--- config.mk ---
export PLATFORM = sky130hd
export DESIGN_NAME = hz_pair_unit
export DESIGN_NICKNAME = d
export VERILOG_FILES = /design/src/rtl/hz_pair_pkg.sv /design/src/rtl/hz_pair_lane.sv /design/src/rtl/hz_operand_pairs.sv /design/src/rtl/hz_pair_unit.sv
export SDC_FILE = /design/constraint.sdc
export NUM_CORES = 1
export LEC_CHECK = 0
export ABC_AREA = 1
export ABC_CLOCK_PERIOD_IN_PS = 3900
export BUFFER_PORTS_ARGS = -buffer_cell sky130_fd_sc_hd__buf_2
export CORE_MARGIN = 5
export CORE_UTILIZATION = 31
export DETAILED_ROUTE_END_ITERATION = 10
export PLACE_DENSITY = 0.57
export REMOVE_ABC_BUFFERS = 1
export SYNTH_ARGS = -nofsm -noshare
export SYNTH_HDL_FRONTEND = slang
export SYNTH_SLANG_ARGS = --single-unit
--- constraint.sdc ---
create_clock -name clk -period 3.9 [get_ports clk]
set_clock_uncertainty 0.2 [all_clocks]
set_input_delay 0.39 -clock clk [delete_from_list [all_inputs] [get_ports clk]]
set_output_delay 0.39 -clock clk [all_outputs]
set_load 0.01 [all_outputs]
--- src/rtl/hz_pair_pkg.sv ---
package hz_pair_pkg;

    typedef enum logic [1:0] {
        KIND_NONE     = 2'd0,
        KIND_WORD     = 2'd1,
        KIND_DWORD    = 2'd2,
        KIND_WORD_SAT = 2'd3
    } pair_kind_e;

    typedef struct packed {
        logic       sub;
        pair_kind_e kind;
    } pair_op_t;

    localparam int WORD_W  = 16;
    localparam int DWORD_W = 32;

endpackage

--- src/rtl/hz_pair_lane.sv ---
module hz_pair_lane #(
    parameter int EW = 16
) (
    input  logic [EW-1:0] even_el,
    input  logic [EW-1:0] odd_el,
    input  logic          sub_en,
    input  logic          sat_en,
    output logic [EW-1:0] pair_res
);
    localparam logic [EW-1:0] POS_MAX = {1'b0, {(EW-1){1'b1}}};
    localparam logic [EW-1:0] NEG_MIN = {1'b1, {(EW-1){1'b0}}};

    logic signed [EW:0] ext_even, ext_odd, ext_val;
    logic               overflow;

    always_comb begin
        ext_even = {even_el[EW-1], even_el};
        ext_odd  = {odd_el[EW-1], odd_el};
        ext_val  = sub_en ? (ext_even - ext_odd) : (ext_even + ext_odd);
        overflow = ext_val[EW] ^ ext_val[EW-1];
        if (sat_en && overflow)
            pair_res = ext_val[EW] ? NEG_MIN : POS_MAX;
        else
            pair_res = ext_val[EW-1:0];
    end
endmodule

--- src/rtl/hz_operand_pairs.sv ---
module hz_operand_pairs #(
    parameter int VEC_W = 128,
    parameter int EW    = 16
) (
    input  logic [VEC_W-1:0]   src,
    input  logic               sub_en,
    input  logic               sat_en,
    output logic [VEC_W/2-1:0] pairs
);
    localparam int NPAIR = VEC_W / (2 * EW);

    for (genvar k = 0; k < NPAIR; k++) begin : g_lane
        hz_pair_lane #(.EW(EW)) u_lane (
            .even_el (src[EW*(2*k)   +: EW]),
            .odd_el  (src[EW*(2*k+1) +: EW]),
            .sub_en  (sub_en),
            .sat_en  (sat_en),
            .pair_res(pairs[EW*k +: EW])
        );
    end
endmodule

--- src/rtl/hz_pair_unit.sv ---
module hz_pair_unit
    import hz_pair_pkg::*;
#(
    parameter int VEC_W = 128
) (
    input  logic             clk,
    input  logic             rst,
    input  logic             in_valid,
    input  logic [2:0]       op_sel,
    input  logic             wide_mode,
    input  logic [VEC_W-1:0] src_a,
    input  logic [VEC_W-1:0] src_b,
    output logic             out_valid,
    output logic [VEC_W-1:0] out_result,
    output logic             out_illegal
);
    localparam int NW   = VEC_W / WORD_W;
    localparam int NPW  = NW / 2;
    localparam int ND   = VEC_W / DWORD_W;
    localparam int NPD  = ND / 2;
    localparam int HALF = VEC_W / 2;

    pair_op_t op;
    assign op = pair_op_t'(op_sel);

    logic sat_w;
    assign sat_w = (op.kind == KIND_WORD_SAT);

    logic [HALF-1:0] pa_w, pb_w, pa_d, pb_d;

    hz_operand_pairs #(.VEC_W(VEC_W), .EW(WORD_W)) u_word_a (
        .src(src_a), .sub_en(op.sub), .sat_en(sat_w), .pairs(pa_w));
    hz_operand_pairs #(.VEC_W(VEC_W), .EW(WORD_W)) u_word_b (
        .src(src_b), .sub_en(op.sub), .sat_en(sat_w), .pairs(pb_w));
    hz_operand_pairs #(.VEC_W(VEC_W), .EW(DWORD_W)) u_dword_a (
        .src(src_a), .sub_en(op.sub), .sat_en(1'b0), .pairs(pa_d));
    hz_operand_pairs #(.VEC_W(VEC_W), .EW(DWORD_W)) u_dword_b (
        .src(src_b), .sub_en(op.sub), .sat_en(1'b0), .pairs(pb_d));

    logic [VEC_W-1:0] wide_w, narrow_w, wide_d, narrow_d;

    for (genvar j = 0; j < NW; j++) begin : g_wpack
        if (j < NPW) begin : g_lo
            assign wide_w[WORD_W*j +: WORD_W] = pa_w[WORD_W*j +: WORD_W];
        end else begin : g_hi
            assign wide_w[WORD_W*j +: WORD_W] = pb_w[WORD_W*(j-NPW) +: WORD_W];
        end
        if (j < NPW/2) begin : g_nlo
            assign narrow_w[WORD_W*j +: WORD_W] = pa_w[WORD_W*j +: WORD_W];
        end else if (j < NPW) begin : g_nhi
            assign narrow_w[WORD_W*j +: WORD_W] = pb_w[WORD_W*(j-NPW/2) +: WORD_W];
        end else begin : g_nz
            assign narrow_w[WORD_W*j +: WORD_W] = '0;
        end
    end

    for (genvar j = 0; j < ND; j++) begin : g_dpack
        if (j < NPD) begin : g_lo
            assign wide_d[DWORD_W*j +: DWORD_W] = pa_d[DWORD_W*j +: DWORD_W];
        end else begin : g_hi
            assign wide_d[DWORD_W*j +: DWORD_W] = pb_d[DWORD_W*(j-NPD) +: DWORD_W];
        end
        if (j < NPD/2) begin : g_nlo
            assign narrow_d[DWORD_W*j +: DWORD_W] = pa_d[DWORD_W*j +: DWORD_W];
        end else if (j < NPD) begin : g_nhi
            assign narrow_d[DWORD_W*j +: DWORD_W] = pb_d[DWORD_W*(j-NPD/2) +: DWORD_W];
        end else begin : g_nz
            assign narrow_d[DWORD_W*j +: DWORD_W] = '0;
        end
    end

    logic             bad_op;
    logic [VEC_W-1:0] next_res;

    always_comb begin
        bad_op = (op.kind == KIND_NONE);
        if (bad_op)
            next_res = '0;
        else if (op.kind == KIND_DWORD)
            next_res = wide_mode ? wide_d : narrow_d;
        else
            next_res = wide_mode ? wide_w : narrow_w;
    end

    always_ff @(posedge clk) begin
        if (rst) begin
            out_valid   <= 1'b0;
            out_result  <= '0;
            out_illegal <= 1'b0;
        end else begin
            out_valid <= in_valid;
            if (in_valid) begin
                out_result  <= next_res;
                out_illegal <= bad_op;
            end else begin
                out_illegal <= 1'b0;
            end
        end
    end

    // one-cycle latency of the strobe
    p_latency_r8: assert property (@(posedge clk) disable iff (rst)
        in_valid |=> out_valid);
    // idle input gives idle output and held result
    p_idle_hold_r9: assert property (@(posedge clk) disable iff (rst)
        !in_valid |=> (!out_valid && !out_illegal && $stable(out_result)));
    // unsupported select flags and zeroes
    p_illegal_flag_r7: assert property (@(posedge clk) disable iff (rst)
        (in_valid && op_sel[1:0] == 2'd0) |=> (out_illegal && out_result == '0));
    // the flag only comes with a strobe
    p_illegal_strobe_r7: assert property (@(posedge clk) disable iff (rst)
        out_illegal |-> out_valid);
    // narrow view leaves the upper result zero
    p_narrow_upper_r6: assert property (@(posedge clk) disable iff (rst)
        (in_valid && !wide_mode) |=> (out_result[VEC_W-1:HALF] == '0));
endmodule

==> impl_metrics.toml <==
[timing]
fmax_mhz = 275
slew_headroom = 0.404
worst_pin_slew_ns = 0.890
setup_viol = 0
finalHoldViolations = 0
period_needed_ns = 3.63
tns_ns = 0
fin_crit_sh = 0.932
maxSlewViolCount = 0
whs_ns = 0.0987

[setup_path]
crit_buf_inv = 5
crit_path_end = "out_result[62]"
worst_setup_path_start_kind = "primary input"
r2r_start = "out_result[60]"
criticalPathCategory = "primary input to flip-flop"
rr_endpoint = "out_result[60]"
critPathMaxStageDelay_ns = 0.30
crit_fanout = 8
crit_slowest_cell = "ha_1"
rr_worst_depth = 4
crit_family = "simple AND/OR/NAND/NOR gates"
required_ns = 4.08
startpoint = "src_b[32]"
end_kind = "flip-flop"
crit_top_cell = "nand2_1"
crit_cells = 26
rrSetupSlack_ns = 2.79
crit_arrival_ns = 3.81

[power]
power_uw = 10800
powerDensity_nw_per_um2 = 297
power_leakage_uw = 0.0200
ir_worst_vdd_v = 0.000339

[clock_network]
cts-htree-levels = 4
clkSinkCount = 130
cts_tree = "done"
cts.path.max_buffers = 2
clkTransAtPathRegs_ns = 0.08
hold_buffers = 0
cts-root-buf = "clkbuf_16"
cts_buffers = 17
clock_latency_ns = 0.47

[logic_synthesis]
async_reset_ff_frac = 0
synthCells = 4916
synth_ff_type = "dfxtp_1"
synth_cell_types = 59
ys_ff_latch = 130
syn_area_um2 = 27500
ys_seq_area_frac = 0.0947
avgSynthCellArea_um2 = 5.59
synth_edf_count = 0
yosys_warnings = 0

[layout]
nNetsFinal = 6435
final_common_cell = "nand2_1"
mostFrequentLayoutCells = "nand2_1 (1,503), inv_1 (670), buf_4 (663)"
layout-drive-gt1-share = 0.209
final_util = 0.413
area_delta_synth_final_pct = 32.7
n_fill_cell = 9786

[floorplan]
initial_utilization = 0.311
die-area_um2 = 94700
ioPinCount = 393
placementRows = 109
coreArea_um2 = 88200
die_h_um = 308
die_x_um = 308

[route]
vias = 34900
drc = 0
drtPass1Iterations = 6
drt-total-wl_um = 127000
drt_iter0_markers = 2414
wl_per_cell_um = 17.9
ant_nets = 0
routed_via_density = 4.94

[grt]
antenna_found_initial = 4
gr-total-overflow = 0
grt_pass1_vias = 33200
grt_pass1_wl_um = 190000
grt_max_degree = 94
grtUsageTotal = 0.256

[job]
maxCapViolations = 0

[run_status]
status = "finished, final reports clean"

[hold_path]
hp-class = "primary input to flip-flop"

[placed_design]
finalWeightedCongestion = 0.987
numPortBuffers = 392
post-dp-hpwl_um = 109000
[cell families (layout without fill, tap and decap cells)]
kind of cell    after synthesis  after routing  share of synthesized area
other cells                   0              3                          0
simple gates               2541           2541                      0.386
buf+inv                     788           1781                      0.111
flops                       130            130                     0.0947
compound gates              838            838                      0.170
fa+ha+maj                   276            276                      0.129
xor+xnor                    343            343                      0.110
[area by class of cell]
class | count | area, µm² | area share
antenna | 3 | 7.51 | 0.000206
clock buffer | 18 | 429 | 0.0118
clock inverter | 14 | 224 | 0.00614
inverter | 683 | 2570 | 0.0704
multi-input combinational | 3998 | 22000 | 0.603
sequential | 130 | 2600 | 0.0713
tap | 1165 | 1460 | 0.0400
timing repair buffer | 1066 | 7190 | 0.197
[sequential cells by signal, indices dropped and copies added (netlist names)]
| register | count |
|---|---|
| out_result | 128 |
| out_illegal | 1 |
| out_valid | 1 |
[worst min-delay path by stage]
stage | startpoint | to | depth (start not counted)
after floorplan | rst | out_result[113] | 1
after global placement | out_result[68] | out_result[68] | 2
after detailed placement | out_result[34] | out_result[34] | 2
after CTS | rst | out_result[107] | 2
after global routing | rst | out_result[100] | 2
final | rst | out_result[107] | 2
[where the power goes]
group	total (µW)	switching [µW]	leakage, µW	internal (µW)
Clock	1900	759	0.000316	1140
Sequential	1530	93.0	0.00107	1440
Combinational	7380	4340	0.0187	3040
Total	10800	5190	0.0200	5630
[cell usage after synthesis (20+ instances only)]
library cell / instances / area, µm²
nor2_1: 484 / 1820
buf_2: 31 / 155
a21oi_1: 408 / 2040
nand4_1: 44 / 275
nand2_2: 20 / 125
a21o_1: 31 / 233
o21ai_0: 230 / 1150
ha_1: 264 / 3300
inv_1: 671 / 2520
o21a_1: 21 / 158
clkbuf_1: 57 / 214
a31oi_1: 31 / 194
nor3_1: 57 / 285
nand3b_1: 31 / 233
xor2_1: 214 / 1870
xnor2_1: 128 / 1120
nand3_1: 324 / 1620
o21bai_1: 28 / 210
dfxtp_1: 130 / 2600
nand2_1: 1506 / 5650
[per-stage QoR]
step | setup slack (ns) | area, µm² | cells
after floorplan | -2.13 | 27000 | 4811
final | 0.266 | 36500 | 7077
after global routing | -0.0276 | 36500 | 7074
after detailed placement | -0.432 | 35600 | 7038
after global placement | -0.446 | 35600 | 7038
after CTS | 0.0804 | 36300 | 7070
[layer usage]
metal  up-vias  track usage  part of all wire
met5         -            0                 0
met1     15800        0.324              0.43
met3       190       0.0360             0.066
met4         0       0.0753             0.032
met2      1085        0.451              0.48
li1      17800            -                 -
[repair_timing]
action	4_1_cts	5_1_grt
buffers inserted	0	4
endpoints found under the setup margin	0	89
resized for setup	0	40
(Power assumes the default switching activity.)
